==> src/rtl/slr_pkg.sv <==
package slr_pkg;

  localparam int unsigned SLR_DW   = 32;
  localparam int unsigned SLR_AW   = 4;
  localparam int unsigned SLR_NPAT = 2;

  // slot indices
  localparam logic [SLR_AW-1:0] ADR_STAT = 4'h0;
  localparam logic [SLR_AW-1:0] ADR_SERR = 4'h1;
  localparam logic [SLR_AW-1:0] ADR_SCTL = 4'h2;
  localparam logic [SLR_AW-1:0] ADR_TCTL = 4'h3;
  localparam logic [SLR_AW-1:0] ADR_PAT0 = 4'h4;
  localparam logic [SLR_AW-1:0] ADR_SYS  = 4'h6;
  localparam logic [SLR_AW-1:0] ADR_PHY  = 4'h9;

  // error slot bit classes
  localparam logic [SLR_DW-1:0] SERR_W1C = 32'h03FD_0F03;
  localparam logic [SLR_DW-1:0] SERR_RW  = 32'h0002_0000;

  // self-test option bit positions
  localparam int unsigned TCTL_LPBK  = 20;
  localparam int unsigned TCTL_SCRAM = 21;
  localparam int unsigned TCTL_TXO   = 23;

  // system control bit positions
  localparam int unsigned SYS_GO  = 0;
  localparam int unsigned SYS_TXO = 3;

  typedef enum logic [1:0] {
    PWR_ACTIVE  = 2'b00,
    PWR_PARTIAL = 2'b01,
    PWR_SLUMBER = 2'b10,
    PWR_RSVD    = 2'b11
  } pwr_e;

  typedef struct packed {
    logic [3:0] ipm;
    logic [3:0] spd;
    logic [3:0] det;
  } lnk_fields_t;

  localparam logic [3:0] DET_NONE    = 4'h0;
  localparam logic [3:0] DET_PRESENT = 4'h1;
  localparam logic [3:0] DET_ESTAB   = 4'h3;
  localparam logic [3:0] DET_OFFLINE = 4'h4;
  localparam logic [3:0] SPD_GEN1    = 4'h1;

endpackage

==> src/rtl/slr_status_enc.sv <==
module slr_status_enc
  import slr_pkg::*;
#(
  parameter int unsigned DW = SLR_DW
) (
  input  logic          phy_rdy,
  input  logic          force_rdy,
  input  logic          dev_detect,
  input  logic          offline,
  input  logic [1:0]    pwr_state,
  output logic [DW-1:0] stat_word
);

  localparam int unsigned FW = $bits(lnk_fields_t);

  logic        link_up;
  lnk_fields_t fld;

  assign link_up = phy_rdy | force_rdy;

  always_comb begin
    fld = '0;
    if (offline)         fld.det = DET_OFFLINE;
    else if (link_up)    fld.det = DET_ESTAB;
    else if (dev_detect) fld.det = DET_PRESENT;
    else                 fld.det = DET_NONE;

    if (link_up) begin
      fld.spd = SPD_GEN1;
      case (pwr_e'(pwr_state))
        PWR_ACTIVE:  fld.ipm = 4'h1;
        PWR_PARTIAL: fld.ipm = 4'h2;
        PWR_SLUMBER: fld.ipm = 4'h6;
        default:     fld.ipm = 4'h0;
      endcase
    end
  end

  assign stat_word = {{(DW-FW){1'b0}}, fld};

endmodule

==> src/rtl/slr_err_reg.sv <==
module slr_err_reg
  import slr_pkg::*;
#(
  parameter int unsigned     DW       = SLR_DW,
  parameter logic [DW-1:0]   W1C_MASK = SERR_W1C,
  parameter logic [DW-1:0]   RW_MASK  = SERR_RW
) (
  input  logic          clk,
  input  logic          rst_n,
  input  logic          wr_en,
  input  logic [DW-1:0] wdata,
  input  logic [DW-1:0] evt,
  output logic [DW-1:0] err_q
);

  for (genvar i = 0; i < DW; i++) begin : g_bit
    if (W1C_MASK[i]) begin : g_sticky
      logic bit_d, bit_q;
      always_comb begin
        bit_d = bit_q;
        if (wr_en && wdata[i]) bit_d = 1'b0;
        if (evt[i])            bit_d = 1'b1;   // event has priority
      end
      always_ff @(posedge clk or negedge rst_n) begin
        if (!rst_n) bit_q <= 1'b0;
        else        bit_q <= bit_d;
      end
      assign err_q[i] = bit_q;
    end else if (RW_MASK[i]) begin : g_plain
      logic bit_q;
      always_ff @(posedge clk or negedge rst_n) begin
        if (!rst_n)     bit_q <= 1'b0;
        else if (wr_en) bit_q <= wdata[i];
      end
      assign err_q[i] = bit_q;
    end else begin : g_zero
      assign err_q[i] = 1'b0;
    end
  end

endmodule

==> src/rtl/slr_ctl_regs.sv <==
module slr_ctl_regs
  import slr_pkg::*;
#(
  parameter int unsigned DW   = SLR_DW,
  parameter int unsigned AW   = SLR_AW,
  parameter int unsigned NPAT = SLR_NPAT
) (
  input  logic               clk,
  input  logic               rst_n,
  input  logic               wr_en,
  input  logic [AW-1:0]      wr_addr,
  input  logic [DW-1:0]      wdata,
  output lnk_fields_t        ctl_q,
  output logic [2:0]         tctl_q,     // {txonly, scram, lpbk}
  output logic [NPAT*DW-1:0] pat_flat,
  output logic               sys_txo_q,
  output logic [1:0]         phy_q,      // {force_rdy, tx_en}
  output logic               go_q
);

  localparam lnk_fields_t CTL_RST = '{ipm: 4'h0, spd: SPD_GEN1, det: 4'h0};
  localparam logic [1:0]  PHY_RST = 2'b01;

  logic        wr_ctl, wr_tctl, wr_sys, wr_phy;
  lnk_fields_t ctl_d;
  logic [2:0]  tctl_d;
  logic        sys_txo_d, go_d;
  logic [1:0]  phy_d;

  assign wr_ctl  = wr_en && (wr_addr == ADR_SCTL);
  assign wr_tctl = wr_en && (wr_addr == ADR_TCTL);
  assign wr_sys  = wr_en && (wr_addr == ADR_SYS);
  assign wr_phy  = wr_en && (wr_addr == ADR_PHY);

  always_comb begin
    ctl_d     = wr_ctl  ? lnk_fields_t'(wdata[$bits(lnk_fields_t)-1:0]) : ctl_q;
    tctl_d    = wr_tctl ? {wdata[TCTL_TXO], wdata[TCTL_SCRAM], wdata[TCTL_LPBK]} : tctl_q;
    sys_txo_d = wr_sys  ? wdata[SYS_TXO] : sys_txo_q;
    phy_d     = wr_phy  ? wdata[1:0] : phy_q;
    go_d      = wr_sys && wdata[SYS_GO];
  end

  always_ff @(posedge clk or negedge rst_n) begin
    if (!rst_n) begin
      ctl_q     <= CTL_RST;
      tctl_q    <= '0;
      sys_txo_q <= 1'b0;
      phy_q     <= PHY_RST;
      go_q      <= 1'b0;
    end else begin
      ctl_q     <= ctl_d;
      tctl_q    <= tctl_d;
      sys_txo_q <= sys_txo_d;
      phy_q     <= phy_d;
      go_q      <= go_d;
    end
  end

  for (genvar g = 0; g < NPAT; g++) begin : g_pat
    localparam logic [AW-1:0] MY_ADDR = ADR_PAT0 + AW'(g);
    logic          en;
    logic [DW-1:0] pat_q;
    assign en = wr_en && (wr_addr == MY_ADDR);
    always_ff @(posedge clk or negedge rst_n) begin
      if (!rst_n)  pat_q <= '0;
      else if (en) pat_q <= wdata;
    end
    assign pat_flat[g*DW +: DW] = pat_q;
  end

endmodule

==> src/rtl/slr_regfile.sv <==
module slr_regfile
  import slr_pkg::*;
#(
  parameter int unsigned DATA_W = SLR_DW,
  parameter int unsigned ADDR_W = SLR_AW
) (
  input  logic              clk,
  input  logic              rst_n,
  input  logic              acc_en,
  input  logic              acc_wr,
  input  logic [ADDR_W-1:0] acc_addr,
  input  logic [DATA_W-1:0] acc_wdata,
  output logic              rd_valid,
  output logic [DATA_W-1:0] rd_data,
  input  logic              phy_rdy,
  input  logic              dev_detect,
  input  logic [1:0]        pwr_state,
  input  logic [DATA_W-1:0] err_evt,
  output logic              if_reset,
  output logic              phy_offline,
  output logic              partial_dis,
  output logic              slumber_dis,
  output logic              tx_enable,
  output logic              force_rdy,
  output logic              txonly_mode,
  output logic              bist_start,
  output logic              bist_lpbk,
  output logic              bist_scram,
  output logic              bist_txonly,
  output logic [DATA_W-1:0] bist_pat0,
  output logic [DATA_W-1:0] bist_pat1
);

  localparam int unsigned NPAT = SLR_NPAT;
  localparam int unsigned FW   = $bits(lnk_fields_t);

  logic                   wr_en, rd_en;
  logic [DATA_W-1:0]      stat_word, err_q;
  lnk_fields_t            ctl_q;
  logic [2:0]             tctl_q;
  logic [NPAT*DATA_W-1:0] pat_flat;
  logic                   sys_txo_q;
  logic [1:0]             phy_q;
  logic                   go_q;
  logic [DATA_W-1:0]      rd_mux, rd_data_d;
  logic                   rd_valid_q;
  logic [DATA_W-1:0]      rd_data_q;

  assign wr_en = acc_en &&  acc_wr;
  assign rd_en = acc_en && !acc_wr;

  slr_status_enc #(.DW(DATA_W)) u_stat (
    .phy_rdy    (phy_rdy),
    .force_rdy  (phy_q[1]),
    .dev_detect (dev_detect),
    .offline    (ctl_q.det == DET_OFFLINE),
    .pwr_state  (pwr_state),
    .stat_word  (stat_word)
  );

  slr_err_reg #(.DW(DATA_W), .W1C_MASK(SERR_W1C), .RW_MASK(SERR_RW)) u_err (
    .clk   (clk),
    .rst_n (rst_n),
    .wr_en (wr_en && (acc_addr == ADR_SERR)),
    .wdata (acc_wdata),
    .evt   (err_evt),
    .err_q (err_q)
  );

  slr_ctl_regs #(.DW(DATA_W), .AW(ADDR_W), .NPAT(NPAT)) u_ctl (
    .clk       (clk),
    .rst_n     (rst_n),
    .wr_en     (wr_en),
    .wr_addr   (acc_addr),
    .wdata     (acc_wdata),
    .ctl_q     (ctl_q),
    .tctl_q    (tctl_q),
    .pat_flat  (pat_flat),
    .sys_txo_q (sys_txo_q),
    .phy_q     (phy_q),
    .go_q      (go_q)
  );

  // read multiplexer
  always_comb begin
    rd_mux = '0;
    case (acc_addr)
      ADR_STAT: rd_mux = stat_word;
      ADR_SERR: rd_mux = err_q;
      ADR_SCTL: rd_mux = {{(DATA_W-FW){1'b0}}, ctl_q};
      ADR_TCTL: begin
        rd_mux[TCTL_LPBK]  = tctl_q[0];
        rd_mux[TCTL_SCRAM] = tctl_q[1];
        rd_mux[TCTL_TXO]   = tctl_q[2];
      end
      ADR_PAT0:         rd_mux = pat_flat[0 +: DATA_W];
      ADR_PAT0 + 4'h1:  rd_mux = pat_flat[DATA_W +: DATA_W];
      ADR_SYS:          rd_mux[SYS_TXO] = sys_txo_q;
      ADR_PHY:          rd_mux[1:0] = phy_q;
      default:          rd_mux = '0;
    endcase
  end

  assign rd_data_d = rd_en ? rd_mux : rd_data_q;

  always_ff @(posedge clk or negedge rst_n) begin
    if (!rst_n) begin
      rd_valid_q <= 1'b0;
      rd_data_q  <= '0;
    end else begin
      rd_valid_q <= rd_en;
      rd_data_q  <= rd_data_d;
    end
  end

  assign rd_valid    = rd_valid_q;
  assign rd_data     = rd_data_q;
  assign if_reset    = ctl_q.det[0];
  assign phy_offline = (ctl_q.det == DET_OFFLINE);
  assign partial_dis = (ctl_q.ipm == 4'h1) || (ctl_q.ipm == 4'h3);
  assign slumber_dis = (ctl_q.ipm == 4'h2) || (ctl_q.ipm == 4'h3);
  assign tx_enable   = phy_q[0];
  assign force_rdy   = phy_q[1];
  assign txonly_mode = sys_txo_q && phy_q[1];
  assign bist_start  = go_q;
  assign bist_lpbk   = tctl_q[0];
  assign bist_scram  = tctl_q[1];
  assign bist_txonly = tctl_q[2];
  assign bist_pat0   = pat_flat[0 +: DATA_W];
  assign bist_pat1   = pat_flat[DATA_W +: DATA_W];

endmodule

==> config.mk <==
export PLATFORM = sky130hd
export DESIGN_NAME = slr_regfile
export DESIGN_NICKNAME = d
export VERILOG_FILES = /design/src/rtl/slr_pkg.sv /design/src/rtl/slr_status_enc.sv /design/src/rtl/slr_err_reg.sv /design/src/rtl/slr_ctl_regs.sv /design/src/rtl/slr_regfile.sv
export SDC_FILE = /design/constraint.sdc
export NUM_CORES = 1
export LEC_CHECK = 0
export BUFFER_PORTS_ARGS = -buffer_cell sky130_fd_sc_hd__buf_4
export CAP_MARGIN = 10
export CORE_MARGIN = 1
export CORE_UTILIZATION = 50
export CTS_CLUSTER_DIAMETER = 150
export DETAILED_ROUTE_END_ITERATION = 10
export PLACE_DENSITY = 0.79
export SYNTH_ARGS = -nofsm -noshare
export SYNTH_HDL_FRONTEND = slang
export SYNTH_SLANG_ARGS = --single-unit
==> constraint.sdc <==
create_clock -name clk -period 1.4 [get_ports clk]
set_input_delay 0.07 -clock clk [delete_from_list [all_inputs] [get_ports clk]]
set_output_delay 0.07 -clock clk [all_outputs]
set_load 0.01 [all_outputs]
==> impl_metrics.ini, run 1 <==
[run_status]
status = complete, but fails checks
violations = setup timing

[synth]
yosysTopAreaCell = dfrtp_1
yosysWarningCount = 0
synth_top_area_share_pct = 57.27
ys.flop_type = dfrtp_1
synth-seq-cells = 132
yosysMostFrequentCell = dfrtp_1
synth.avg_cell_area_um2 = 12.54
yosysSeqAreaShare_pct = 58.19
yosys-top-cells-area = dfrtp_1 57%, mux2_2 13%, mux2_1 3.2%
synthArstFlopShare_pct = 100.0
synth_area_um2 = 5680
ys_types = 41
syn_inst = 453
syn_nets = 531
synth_edf_count = 0
synth.cells.most_frequent = 130 x dfrtp_1, 68 x mux2_2, 46 x nand2_1

[timing]
fmax_mhz = 700.7
rsz0062_at_grt = yes
fin_crit_sh_pct = 101.9
setup_tns_ps = -92.09
final-hold-violation-count = 0
whs_ps = 95.51
relSlewSlack_pct = 69.15
setup_viol = 4
fin_crit_ps = 1427
finalClockSkew_ps = 9.682
maxSlewViolCount = 0
setup_ws_ps = -27.21
worst_pin_slew_ps = 462.7

[finish]
fillers = 679
area.sequential_um2 = 3306
insertedDiodeCount = 0
fin_area_um2 = 8519
drive_gt1_share_pct = 46.14
final_nets = 778
synthToLayoutAreaGrowth_pct = 49.98
post-route-util_pct = 77.91
multi_input_area_um2 = 2326

[critical_path]
start_kind = register
required_ps = 1680
reg2reg_from = u_ctl.ctl_q[3]
crit_start = u_ctl.ctl_q[3]
crit_fanout = 3
arrival_ps = 1710
end_kind = register
critical_path_class = register to register

[floorplanning]
ios = 184
initial_core_util_pct = 51.95
core_area_um2 = 10940
die-area_um2 = 11790
die_h_um = 108.6
rows = 38
die_w_um = 108.6

[detailed_routing]
drtAntennaViolNets = 0
wl_um = 17690
first_pass_iters = 5
wl_met3_um = 728
wl_met1_um = 7050
dr_wl_met2_um = 9235
highest_layer = met4
wl_per_cell_um = 20.73
viasPerCell = 5.661
drtIter0Drc = 258
via_count = 4829
drc = 0

[place]
io_buffers = 166
routabilityCongestion = 0.8896
dpl-instance-area_um2 = 7411
dp_slack_ps = -85.80
dpl.hpwl_um = 10880

[cts]
cts_sinks = 132
cts_root_buffer = clkbuf_16
tritoncts = done
cts.path.max_buffers = 2
clkLatencyLatePin_ps = 410
numCtsBuffers = 17
path_clk_slew_ps = 60
htreeDepth = 4

[grt]
first_global_vias = 5241
grt_first_pass_wirelength_um = 27410
grt_max_degree = 41
grt_remaining_overflow = 0
track_usage_pct = 31.49
grt_antenna_before_repair = 0

[power]
power.leakage_nw = 3.999
vdd.ir_drop.worst_mv = 0.7905
p_per_area_nw_per_um2 = 1344

[worst_hold_path]
min_path_type = input pin to register
hold_start = dev_detect

[flow_run]
maxCapViolCount = 0
[layout make-up]
type	count	area share, %
inverter	4	0.1762
tap	140	2.056
sequential	132	38.80
clock buffer	24	5.537
timing repair buffer	257	24.92
multi-input combinational	288	27.30
clock inverter	8	1.204
[flip-flops by register name, summed over array words and instances, names as in the netlist]
name and flops:
u_err.g_bit.g_plain.bit_q 1, u_ctl.ctl_q 12, u_ctl.go_q 1, u_ctl.phy_q 2
rd_data 32, u_ctl.g_pat.pat_q 64, u_err.g_bit.g_sticky.bit_q 15, u_ctl.sys_txo_q 1
rd_valid 1, u_ctl.tctl_q 3
[placed cells by master (no fill, tap or decap), types with 15 or more instances in the layout]
master	synthesis	routed
dfrtp_1	130	130
buf_4	7	201
nand2_1	46	46
a21o_1	15	15
mux2_2	68	66
dlygate4sd3_1	0	48
a22o_1	16	16
o21ai_0	32	32
a22oi_1	16	15
clkbuf_16	0	17
[per-layer routing]
metal  up-vias  track usage [%]
li1       2142                -
met1      2449            37.50
met2       182            54.11
met3        56            5.485
met4         0            17.08
met5         -                0
[logic make-up (layout without fill, tap and decap cells)]
kind of cell | Yosys count | in the layout | synth area share [%]
AO/OA/AOI/OAI | 110 | 110 | 13.11
adder cells (fa/ha/maj) | 2 | 2 | 0.4405
buffers and inverters | 33 | 293 | 2.885
flip-flops | 132 | 132 | 58.19
multiplexers | 90 | 90 | 17.71
AND/OR/NAND/NOR | 86 | 86 | 7.665
[worst max-delay path, cell delays in order (launching register included)]
cell and delay [ps]:
dfrtp_1 390, buf_6 130, nor4b_4 270, buf_4 170
buf_6 100, o22a_1 150, a31oi_1 90
[report_power, final]
| part | internal, W | total, W | switching, W |
|---|---|---|---|
| logic | 0.00133 | 0.00230 | 0.000966 |
| registers | 0.00433 | 0.00478 | 0.000447 |
| clock network | 0.00272 | 0.00437 | 0.00165 |
| total | 0.00838 | 0.0114 | 0.00307 |
[timing repair]
action	4_1_cts	5_1_grt
setup buffers	1	3
setup endpoints to repair	2	4
pin swaps	2	4
endpoints found under the hold margin	230	0
gates resized for setup	5	1
hold buffers	48	0
[metrics by stage]
stage | cells | total power, W
final | 853 | 0.01145
after global routing | 853 | 0.01185
after CTS | 851 | 0.01140
after detailed placement | 770 | 0.006907
after global placement | 770 | 0.006813
after floorplan | 453 | 0.005622
[worst paths after layout]
kind,endpoint,slack [ps],cells past startpoint
max,rd_data[1],-30,6
min,rd_data[0],100,4
max reg2reg,rd_data[1],-30,6
min reg2reg,u_err.g_bit[9].g_sticky.bit_q,480,1
max in group asynchronous,u_ctl.ctl_q[4],620,3
min in group asynchronous,rd_data[6],160,2
No activity file was read; power rests on OpenSTA's default activity.
==> run 2, diff against run 1 <==
--- a/config.mk
+++ b/config.mk
@@ -12,6 +12,7 @@
 export CTS_CLUSTER_DIAMETER = 150
 export DETAILED_ROUTE_END_ITERATION = 10
 export PLACE_DENSITY = 0.79
+export REMOVE_ABC_BUFFERS = 1
 export SYNTH_ARGS = -nofsm -noshare
 export SYNTH_HDL_FRONTEND = slang
 export SYNTH_SLANG_ARGS = --single-unit
==> run 2 against run 1 <==
Compared with the run above:
- the flow still finishes with violations (setup timing)
- sequential power hardly changed
- clock-buffer cell count grew 2
- wire length down 4.5%
- largest cell class unchanged
==> impl_metrics.ini, run 2 (synthesis gave the netlist of run 1 again) <==
[floorplanning]
ios = 184
die-area_um2 = 11790
rows = 38
die_w_um = 108.6
initial_core_util_pct = 51.95
die_h_um = 108.6
core_area_um2 = 10940

[timing]
relSlewSlack_pct = 68.61
setup_viol = 1
finalClockSkew_ps = 6.847
worst_pin_slew_ps = 470.8
fmax_mhz = 690.7
fin_crit_ps = 1448
final-hold-violation-count = 0
whs_ps = 82.72
maxSlewViolCount = 0
rsz0062_at_grt = yes
setup_ws_ps = -47.72
fin_crit_sh_pct = 103.4
setup_tns_ps = -47.72

[power]
power.leakage_nw = 3.974
vdd.ir_drop.worst_mv = 0.7528
p_per_area_nw_per_um2 = 1336
finalPower_w = 0.01124

[cts]
cts.path.max_buffers = 2
path_clk_slew_ps = 50
tritoncts = done
numCtsBuffers = 17
clkLatencyLatePin_ps = 410
cts_root_buffer = clkbuf_16
cts_sinks = 132
htreeDepth = 4

[critical_path]
start_kind = register
arrival_ps = 1380
slowest_delay_ps = 380
end_kind = primary output
crit_chain = nor4b_2 -> buf_4 -> buf_6
crit_fanout = 3
required_ps = 1330
critical_path_class = register to primary output
slowest_stage = dfrtp_1

[detailed_routing]
via_count = 4821
wl_per_cell_um = 19.84
first_pass_iters = 4
wl_um = 16880
viasPerCell = 5.665
drc = 0
drtAntennaViolNets = 0
drtIter0Drc = 245

[place]
io_buffers = 166
dpl-instance-area_um2 = 7343
routabilityCongestion = 0.8963
dpl.hpwl_um = 10960
placed_cells = 769

[grt]
grt_max_degree = 53
grt_antenna_before_repair = 0
grt_first_pass_wirelength_um = 26400
grt_remaining_overflow = 0
first_global_vias = 5108
track_usage_pct = 30.11

[run_status]
status = complete, but fails checks
violations = setup timing

[finish]
final_cell_mix = 201 x buf_4, 130 x dfrtp_1, 68 x mux2_2, 48 x dlygate4sd3_1, 46 x nand2_1
layout_commonest_cell = buf_4
fin_area_um2 = 8418
drive_gt1_share_pct = 44.02
synthToLayoutAreaGrowth_pct = 48.19
final_nets = 776
largest_reg_flops = 64
insertedDiodeCount = 0
fin_cells = 851
top_register = u_ctl.g_pat.pat_q

[flow_run]
maxCapViolCount = 0

[worst_hold_path]
min_path_type = input pin to register
[run 2: cell count changes in the layout (fill, tap and decap cells not counted), moves of 2 or more]
cell | before | now
mux2_2 | 66 | 68
clkinv_4 | 2 | 0
mux2_4 | 12 | 0
clkinv_2 | 2 | 4
buf_6 | 3 | 1
clkinvlp_4 | 2 | 0
and3_4 | 2 | 0
mux2_1 | 6 | 16
[run 2: through the flow]
| stage | setup WS (ps) | utilization, % |
|---|---|---|
| after global routing | -85.71 | 76.98 |
| final | -47.72 | 76.98 |
| after detailed placement | -98.42 | 67.15 |
| after floorplan | -2298 | - |
| after CTS | -53.54 | 76.98 |
| after global placement | -50.25 | 67.15 |
[run 2: worst paths after layout]
path                            startpoint                            end  slack [ps]  depth (start not counted)
setup reg to reg           u_ctl.sys_txo_q                     rd_data[3]          50                          4
setup / recovery            u_ctl.ctl_q[0]                    phy_offline         -50                          3
hold / removal                  dev_detect                     rd_data[0]          80                          4
max in group asynchronous            rst_n                 u_ctl.ctl_q[4]         680                          3
hold reg to reg                rd_data[19]                    rd_data[19]         480                          2
min in group asynchronous            rst_n  u_err.g_bit[0].g_sticky.bit_q         120                          2
[run 2: what timing repair did]
item	CTS	global route
hold buffers	48	0
pin swaps	1	1
gates cloned	0	0
setup endpoints to repair	1	1
endpoints found under the hold margin	230	0
gates resized for setup	2	0
buffers inserted	2	0
[run 2: final cells by class]
cell class	count	area, um2
sequential	132	3306
fill	696	2517
multi-input combinational	288	2252
timing repair buffer	255	2101
clock buffer	26	489.2
tap	140	175.2
clock inverter	6	80.08
inverter	4	15.01
[run 2: report_power, final]
group	leakage [nW]	total, W	switching, W	internal [W]
sequential	1.66	0.00477	0.000432	0.00433
combinational	2.04	0.00218	0.000931	0.00125
clock	0.282	0.00430	0.00155	0.00275
[run 2: metal layers]
layer  up-vias  wire length, um  GRT usage (%)  part of all wire, %
met5         -                0              0                    0
li1       2143                -              -                    -
met2       194             8778          50.59                   52
met1      2435             6643          36.32                   39
met4         0              608          17.37                  3.6
met3        49              853          5.425                  5.1
[run 2: critical path: cells and delay by family, from the launching register on]
kind | cells | cell delay (ps)
flops | 1 | 380
simple gates | 1 | 310
buf+inv | 2 | 280
